[src/rtl/psel_pkg.sv]
package psel_pkg;
  typedef enum logic [1:0] {
    ST_IDLE = 2'd0,
    ST_SCAN = 2'd1,
    ST_EXT  = 2'd2,
    ST_FIN  = 2'd3
  } psel_state_e;

  // width of the platform field that selects the processor flag bit
  localparam int PF_FIELD_W = 3;
endpackage

[src/rtl/psel_rst_sync.sv]
module psel_rst_sync #(
  parameter int STAGES = 2
) (
  input  logic clk,
  input  logic arst_n,
  output logic srst_n
);
  logic [STAGES-1:0] chain_q;

  always_ff @(posedge clk or negedge arst_n) begin
    if (!arst_n) chain_q <= '0;
    else         chain_q <= {chain_q[STAGES-2:0], 1'b1};
  end

  assign srst_n = chain_q[STAGES-1];
endmodule

[src/rtl/psel_sig_match.sv]
module psel_sig_match #(
  parameter int SIG_W = 32,
  parameter int PF_W  = 8
) (
  input  logic [SIG_W-1:0] proc_sig,
  input  logic [PF_W-1:0]  proc_pf,
  input  logic [SIG_W-1:0] cand_sig,
  input  logic [PF_W-1:0]  cand_pf,
  output logic             hit
);
  logic both_zero;
  logic overlap;

  assign both_zero = (proc_pf == '0) && (cand_pf == '0);
  assign overlap   = (proc_pf & cand_pf) != '0;
  assign hit       = (proc_sig == cand_sig) && (both_zero || overlap);
endmodule

[src/rtl/psel_size_check.sv]
module psel_size_check #(
  parameter int SIZE_W    = 32,
  parameter int CNT_W     = 8,
  parameter int HDR_BYTES = 48,
  parameter int DEF_TOTAL = 2048,
  parameter int MAX_EXT   = 15
) (
  input  logic              hdr_ok,
  input  logic [SIZE_W-1:0] data_size,
  input  logic [SIZE_W-1:0] total_size,
  input  logic [CNT_W-1:0]  ext_count,
  input  logic [SIZE_W-1:0] remaining,
  output logic              has_ext,
  output logic              bad,
  output logic [SIZE_W-1:0] rem_next
);
  localparam int DEF_DATA = DEF_TOTAL - HDR_BYTES;

  logic [SIZE_W-1:0] total_eff;
  logic [SIZE_W-1:0] data_eff;
  logic [SIZE_W:0]   body_end;
  logic              cnt_over;

  assign total_eff = (data_size == '0) ? SIZE_W'(DEF_TOTAL) : total_size;
  assign data_eff  = (data_size == '0) ? SIZE_W'(DEF_DATA)  : data_size;
  assign body_end  = {1'b0, data_eff} + (SIZE_W+1)'(HDR_BYTES);
  assign has_ext   = {1'b0, total_eff} > body_end;
  assign cnt_over  = has_ext && (int'(ext_count) > MAX_EXT);
  assign bad       = !hdr_ok || (total_eff == '0) || (total_eff > remaining) || cnt_over;
  assign rem_next  = remaining - total_eff;
endmodule

[src/rtl/psel_rev_policy.sv]
module psel_rev_policy #(
  parameter int REV_W = 32
) (
  input  logic             exact,
  input  logic             hit,
  input  logic [REV_W-1:0] cand_rev,
  input  logic [REV_W-1:0] best_rev,
  input  logic [REV_W-1:0] cur_rev,
  output logic             keep
);
  logic better;

  assign better = exact ? (cand_rev == cur_rev) : (cand_rev > best_rev);
  assign keep   = hit && better;
endmodule

[src/rtl/psel_patch_selector.sv]
module psel_patch_selector
  import psel_pkg::*;
#(
  parameter int SIG_W     = 32,
  parameter int REV_W     = 32,
  parameter int SIZE_W    = 32,
  parameter int CNT_W     = 8,
  parameter int IDX_W     = 8,
  parameter int HDR_BYTES = 48,
  parameter int DEF_TOTAL = 2048,
  parameter int MAX_EXT   = 15,
  localparam int PF_W     = 1 << PF_FIELD_W
) (
  input  logic                  clk,
  input  logic                  rst_n,
  input  logic                  scan_start,
  input  logic [SIZE_W-1:0]     scan_len,
  input  logic [SIG_W-1:0]      cpu_sig,
  input  logic [PF_FIELD_W-1:0] plat_field,
  input  logic                  pf_known,
  input  logic [REV_W-1:0]      cur_rev,
  input  logic                  exact_mode,
  input  logic                  hdr_valid,
  input  logic                  hdr_ok,
  input  logic [SIG_W-1:0]      hdr_sig,
  input  logic [PF_W-1:0]       hdr_pf,
  input  logic [REV_W-1:0]      hdr_rev,
  input  logic [SIZE_W-1:0]     hdr_data_size,
  input  logic [SIZE_W-1:0]     hdr_total_size,
  input  logic [CNT_W-1:0]      hdr_ext_count,
  input  logic                  ext_valid,
  input  logic [SIG_W-1:0]      ext_sig,
  input  logic [PF_W-1:0]       ext_pf,
  input  logic                  scan_end,
  output logic                  done,
  output logic                  found,
  output logic                  err,
  output logic [IDX_W-1:0]      sel_idx,
  output logic [REV_W-1:0]      sel_rev
);
  logic srst_n;

  psel_rst_sync #(.STAGES(2)) u_rst (
    .clk    (clk),
    .arst_n (rst_n),
    .srst_n (srst_n)
  );

  // scan context, loaded on start only
  logic [SIG_W-1:0] cpu_sig_q;
  logic [PF_W-1:0]  cpu_pf_q;
  logic [REV_W-1:0] cur_q;
  logic             mode_q;
  logic [PF_W-1:0]  cpu_pf_new;

  assign cpu_pf_new = pf_known ? (PF_W'(1) << plat_field) : '0;

  always_ff @(posedge clk or negedge srst_n) begin
    if (!srst_n) begin
      cpu_sig_q <= '0;
      cpu_pf_q  <= '0;
      cur_q     <= '0;
      mode_q    <= 1'b0;
    end else if (scan_start) begin
      cpu_sig_q <= cpu_sig;
      cpu_pf_q  <= cpu_pf_new;
      cur_q     <= cur_rev;
      mode_q    <= exact_mode;
    end
  end

  // scan state
  psel_state_e       state_q, state_d;
  logic [SIZE_W-1:0] rem_q, rem_d;
  logic [REV_W-1:0]  best_q, best_d;
  logic [IDX_W-1:0]  idx_q, idx_d;
  logic              found_q, found_d;
  logic              err_q, err_d;
  logic              done_q, done_d;
  logic [IDX_W-1:0]  hcnt_q, hcnt_d;
  logic [CNT_W-1:0]  left_q, left_d;
  logic              hitacc_q, hitacc_d;
  logic [REV_W-1:0]  cand_rev_q, cand_rev_d;
  logic [IDX_W-1:0]  cand_idx_q, cand_idx_d;

  // per-beat evaluation
  logic              main_hit;
  logic              ext_hit;
  logic              sz_has_ext;
  logic              sz_bad;
  logic [SIZE_W-1:0] sz_rem_next;
  logic              pol_hit;
  logic [REV_W-1:0]  pol_rev;
  logic              pol_keep;
  logic              in_ext;

  psel_sig_match #(.SIG_W(SIG_W), .PF_W(PF_W)) u_main_match (
    .proc_sig (cpu_sig_q),
    .proc_pf  (cpu_pf_q),
    .cand_sig (hdr_sig),
    .cand_pf  (hdr_pf),
    .hit      (main_hit)
  );

  psel_sig_match #(.SIG_W(SIG_W), .PF_W(PF_W)) u_ext_match (
    .proc_sig (cpu_sig_q),
    .proc_pf  (cpu_pf_q),
    .cand_sig (ext_sig),
    .cand_pf  (ext_pf),
    .hit      (ext_hit)
  );

  psel_size_check #(
    .SIZE_W    (SIZE_W),
    .CNT_W     (CNT_W),
    .HDR_BYTES (HDR_BYTES),
    .DEF_TOTAL (DEF_TOTAL),
    .MAX_EXT   (MAX_EXT)
  ) u_size (
    .hdr_ok     (hdr_ok),
    .data_size  (hdr_data_size),
    .total_size (hdr_total_size),
    .ext_count  (hdr_ext_count),
    .remaining  (rem_q),
    .has_ext    (sz_has_ext),
    .bad        (sz_bad),
    .rem_next   (sz_rem_next)
  );

  assign in_ext  = (state_q == ST_EXT);
  assign pol_hit = in_ext ? (hitacc_q | ext_hit) : main_hit;
  assign pol_rev = in_ext ? cand_rev_q : hdr_rev;

  psel_rev_policy #(.REV_W(REV_W)) u_policy (
    .exact    (mode_q),
    .hit      (pol_hit),
    .cand_rev (pol_rev),
    .best_rev (best_q),
    .cur_rev  (cur_q),
    .keep     (pol_keep)
  );

  logic fin_req;
  logic abort_req;

  always_comb begin
    state_d    = state_q;
    rem_d      = rem_q;
    best_d     = best_q;
    idx_d      = idx_q;
    found_d    = found_q;
    err_d      = err_q;
    done_d     = done_q;
    hcnt_d     = hcnt_q;
    left_d     = left_q;
    hitacc_d   = hitacc_q;
    cand_rev_d = cand_rev_q;
    cand_idx_d = cand_idx_q;
    fin_req    = 1'b0;
    abort_req  = 1'b0;

    if (scan_start) begin
      state_d  = ST_SCAN;
      rem_d    = scan_len;
      best_d   = cur_rev;
      idx_d    = '0;
      found_d  = 1'b0;
      err_d    = 1'b0;
      done_d   = 1'b0;
      hcnt_d   = '0;
      left_d   = '0;
      hitacc_d = 1'b0;
    end else begin
      unique case (state_q)
        ST_SCAN: begin
          fin_req = scan_end;
          if (hdr_valid) begin
            if (sz_bad) begin
              abort_req = 1'b1;
              fin_req   = 1'b0;
            end else begin
              rem_d      = sz_rem_next;
              hcnt_d     = hcnt_q + IDX_W'(1);
              cand_idx_d = hcnt_q;
              cand_rev_d = hdr_rev;
              if (sz_has_ext && (hdr_ext_count != '0)) begin
                state_d   = ST_EXT;
                left_d    = hdr_ext_count;
                hitacc_d  = main_hit;
                abort_req = scan_end;
                fin_req   = 1'b0;
              end else if (pol_keep) begin
                best_d  = hdr_rev;
                idx_d   = hcnt_q;
                found_d = 1'b1;
              end
            end
          end
        end
        ST_EXT: begin
          if (ext_valid) begin
            hitacc_d = hitacc_q | ext_hit;
            left_d   = left_q - CNT_W'(1);
            if (left_q == CNT_W'(1)) begin
              state_d = ST_SCAN;
              fin_req = scan_end;
              if (pol_keep) begin
                best_d  = cand_rev_q;
                idx_d   = cand_idx_q;
                found_d = 1'b1;
              end
            end else begin
              abort_req = scan_end;
            end
          end else begin
            abort_req = scan_end;
          end
        end
        default: ;
      endcase

      if (abort_req) begin
        state_d = ST_FIN;
        done_d  = 1'b1;
        err_d   = 1'b1;
        found_d = 1'b0;
      end else if (fin_req) begin
        state_d = ST_FIN;
        done_d  = 1'b1;
        if (rem_d != '0) begin
          err_d   = 1'b1;
          found_d = 1'b0;
        end
      end
    end
  end

  always_ff @(posedge clk or negedge srst_n) begin
    if (!srst_n) begin
      state_q    <= ST_IDLE;
      rem_q      <= '0;
      best_q     <= '0;
      idx_q      <= '0;
      found_q    <= 1'b0;
      err_q      <= 1'b0;
      done_q     <= 1'b0;
      hcnt_q     <= '0;
      left_q     <= '0;
      hitacc_q   <= 1'b0;
      cand_rev_q <= '0;
      cand_idx_q <= '0;
    end else begin
      state_q    <= state_d;
      rem_q      <= rem_d;
      best_q     <= best_d;
      idx_q      <= idx_d;
      found_q    <= found_d;
      err_q      <= err_d;
      done_q     <= done_d;
      hcnt_q     <= hcnt_d;
      left_q     <= left_d;
      hitacc_q   <= hitacc_d;
      cand_rev_q <= cand_rev_d;
      cand_idx_q <= cand_idx_d;
    end
  end

  assign done    = done_q;
  assign found   = found_q;
  assign err     = err_q;
  assign sel_idx = idx_q;
  assign sel_rev = best_q;
endmodule

[config.mk]
export PLATFORM = sky130hd
export DESIGN_NAME = psel_patch_selector
export DESIGN_NICKNAME = d
export VERILOG_FILES = /design/src/rtl/psel_pkg.sv /design/src/rtl/psel_rst_sync.sv /design/src/rtl/psel_sig_match.sv /design/src/rtl/psel_size_check.sv /design/src/rtl/psel_rev_policy.sv /design/src/rtl/psel_patch_selector.sv
export SDC_FILE = /design/constraint.sdc
export NUM_CORES = 1
export LEC_CHECK = 0
export ABC_CLOCK_PERIOD_IN_PS = 7900
export CAP_MARGIN = 15
export CELL_PAD_IN_SITES_DETAIL_PLACEMENT = 1
export CELL_PAD_IN_SITES_GLOBAL_PLACEMENT = 1
export CORE_ASPECT_RATIO = 1.75
export CORE_MARGIN = 3
export CORE_UTILIZATION = 51
export CTS_BUF_LIST = sky130_fd_sc_hd__clkbuf_8
export DETAILED_ROUTE_END_ITERATION = 8
export DONT_BUFFER_PORTS = 1
export PLACE_DENSITY = 0.87
export SKIP_CTS_REPAIR_TIMING = 1
export SLEW_MARGIN = 0
export SYNTH_ARGS = -nofsm -noshare
export SYNTH_HDL_FRONTEND = slang
export SYNTH_SLANG_ARGS = --single-unit
export TNS_END_PERCENT = 20
[constraint.sdc]
create_clock -name clk -period 7.9 [get_ports clk]
set_input_delay 0.79 -clock clk [delete_from_list [all_inputs] [get_ports clk]]
set_output_delay 0.79 -clock clk [all_outputs]
set_load 0.01 [all_outputs]
==> impl_metrics.toml <==
[logic_synthesis]
yosys.area_share.simple_pct = 14.1
ys.flop_type = "dfrtp_1"
ys_seq_area_share_pct = 35.1
synth_edf_count = 0
synth_compound_area_share_pct = 11.8
syn_area_um2 = 14900
ys.warnings.count = 0
synth_cell_types = 77
synth_top_family_by_area = "multiplexers"
syn_nets = 1924
synthArstFlopShare_pct = 100
netlist.area_leader.share_pct = 35.1
synth-xor-area-share_pct = 9.00
synth_mux_area_share_pct = 17.4
synthCells = 1529
ys_seq_elements = 209
synth_area_leader_cell = "dfrtp_1"
synth_area_leaders = "dfrtp_1, ha_1, mux2_2, mux2i_1, xor2_1"
synthAdderAreaFrac_pct = 8.70
avgSynthCellArea_um2 = 9.74

[route]
wl_per_cell_um = 27.2
routed_via_density = 6.49
drt-pass1-iter-count = 5
top_layer = "met5"
antenna_left = 0
totalWireLength_um = 52500
wl_met2_um = 27800
wl_met3_um = 3450
drt-met1-wl_um = 17000
drc = 0
drt_iter0_drc = 656
dr_total_vias = 12537

[critical_path]
reg2reg_slack_ps = 2200
cp_max_fo = 40
critPathRequiredTime_ps = 8330
r2r_start = "state_q[0]$_DFFE_PN0P_"
reg2regPathDepth = 15
cp-endpoint = "cand_rev_q[16]$_DFFE_PN0P_"
startpoint = "hdr_data_size[26]"
crit_type = "input pin to flip-flop"
reg2reg_to = "sel_rev[20]$_DFFE_PN0P_"
cp.arrival_ps = 6750
end_kind = "flip-flop"
start_kind = "input pin"

[cells_and_area]
fin_nets = 1923
layout-drive-gt1-share_pct = 11.2
final_cell_mix = "dfrtp_1, nand2_1, inv_1"
layout_commonest_cell = "dfrtp_1"
area_growth_pct = 6.95
fin_area_um2 = 15900
final.fill_count = 3213

[pwr]
combPwrFrac_pct = 34.6
pwr-share-seq_pct = 39.7
p_leak_nw = 7.12
switchingPower_w = 0.00137
intPower_w = 0.00223
p_sw_share_pct = 38.0
p_clk_share_pct = 25.6
ir_worst_vdd_mv = 0.178
power.density_nw_per_um2 = 226
power_w = 0.00360

[clock_tree]
insertion_delay_ps = 550
cts.htree.levels = 2
cts_root_buf = "clkbuf_8"
cts_tree = "done"
clk_pin_slew_ps = 70
numCtsBuffers = 35
cts.sinks = 209
cts_buffer_depth = 3

[global_routing]
grt_pass1_wl_um = 78300
first_global_vias = 14180
grt_use_total_pct = 32.3
antenna_found_initial = 8
grt_max_degree = 166
grt_overflow_total = 0

[placed_design]
port_buffers = 0
place_congestion = 0.976
dpl.hpwl_um = 40300
place_area_um2 = 15300

[outcome]
status = "complete, no violations"

[die]
fp.dieH_um = 232
rows = 82
pin_count = 335
initial_core_util_pct = 51.9
core_um2 = 28700
die_w_um = 135
die_area_um2 = 31400

[sta]
period_share_pct = 80.0
final_hold_viol_count = 0
grt_setup_unrepaired = "no"
tightest_slew_ps = 980
setup_viol = 0
slew_violations = 0
layout_min_cycle_time_ps = 6320
relSlewSlack_pct = 34.5
timing.setup.tns_ps = 0
fmax_ghz = 0.158
clock-skew-final_ps = 33.5

[run]
drv_cap = 0

[min_path]
hp-class = "input pin to flip-flop"
## metal layers
metal / vias up / global-route usage (%)
met1: 6233 / 30.2
li1: 5571 / -
met5: - / 0
met4: 4 / 22.9
met2: 510 / 59.7
met3: 219 / 8.09
## cell families after synthesis
kind of cell / after synthesis
buffers and inverters: 148
other: 1
xor gates and xnor gates: 153
adders and majority gates: 103
DFF: 209
muxes: 241
and+or+nand+nor: 405
AOI/OAI and AO/OA: 269
## critical path, cell delays in order
cell      delay, ps
nor4_1          320
nand4_1         250
nor2_1          390
nor2_1          120
ha_1            290
nor3b_2         200
buf_4           180
nor2b_1         370
nand3_1         150
xor2_1          170
ha_1            320
a21oi_1         180
o21ai_0         160
a211oi_1        370
o311ai_0        240
a31o_1          340
or3_1           710
nor2_4          180
buf_4           540
mux2_2          450
## stage by stage
| step | setup slack (ps) | util (%) | instances | hold WS, ps |
|---|---|---|---|---|
| floorplan | 1640 | - | 1529 | 331 |
| global placement | 1300 | 53.2 | 1868 | 337 |
| detailed placement | 1110 | 53.2 | 1868 | 353 |
| CTS | 1650 | 55.4 | 1925 | -81.0 |
| global route | 1190 | 55.5 | 1932 | 334 |
| finish | 1580 | 55.5 | 1932 | 362 |
## layout make-up
| class | count | area, um^2 | area share (%) |
|---|---|---|---|
| Timing Repair Buffer | 13 | 113 | 0.707 |
| Sequential cell | 209 | 5230 | 32.9 |
| Antenna cell | 6 | 15.0 | 0.0942 |
| Clock buffer | 37 | 509 | 3.20 |
| Multi-Input combinational cell | 1172 | 9110 | 57.2 |
| Clock inverter | 20 | 109 | 0.683 |
| Inverter | 97 | 364 | 2.29 |
| Tap cell | 378 | 473 | 2.97 |
## power groups by stage
| stage | sequential, W | combinational [W] | clock [W] |
|---|---|---|---|
| 3_3_place_gp | 0.00142 | 0.00113 | 0 |
| 6_report | 0.00143 | 0.00125 | 0.000924 |
| 3_5_place_dp | 0.00144 | 0.00121 | 0 |
| 4_1_cts | 0.00143 | 0.00124 | 0.000935 |
| 5_1_grt | 0.00145 | 0.00137 | 0.000988 |
| 2_1_floorplan | 0.00139 | 0.000900 | 0 |
## cells in the mapped netlist (all sizes together) (4+ instances only)
cell	n
ha	102
nor4	49
nand3	28
mux2	147
nand2	116
dfrtp	209
a21o	17
buf	13
nor3	18
nor2	65
and4	8
a21oi	58
xor2	86
mux2i	94
o21a	10
o31ai	5
nor2b	14
o22ai	5
a211oi	13
and3	8
nand4	52
and2	9
or2	5
a31oi	7
nand2b	8
xnor2	67
o21ai	75
or4	5
a21boi	5
o211ai	15
o21bai	4
a311oi	4
clkbuf	38
a22oi	4
inv	97
or3	9
## sequential cells by signal, indices dropped and copies added, names as in the netlist, 2 cells and up
signal,cells
cand_rev_q,32
cpu_sig_q,32
cur_q,32
rem_q,32
sel_rev,32
cand_idx_q,8
cpu_pf_q,8
hcnt_q,8
left_q,8
sel_idx,8
state_q,2
u_rst.chain_q,2
## worst min-delay path by stage
stage / start / to / cells past startpoint
2_1_floorplan: u_rst.chain_q[0]$_DFF_PN0_ / u_rst.chain_q[1]$_DFF_PN0_ / 0
3_3_place_gp: u_rst.chain_q[0]$_DFF_PN0_ / u_rst.chain_q[1]$_DFF_PN0_ / 0
3_5_place_dp: u_rst.chain_q[0]$_DFF_PN0_ / u_rst.chain_q[1]$_DFF_PN0_ / 0
4_1_cts: rst_n / u_rst.chain_q[1]$_DFF_PN0_ / 0
5_1_grt: scan_start / hcnt_q[2]$_DFFE_PN0P_ / 1
6_report: scan_start / rem_q[16]$_DFF_PN0_ / 1
Note: power is estimated with default switching activity, not from simulation.
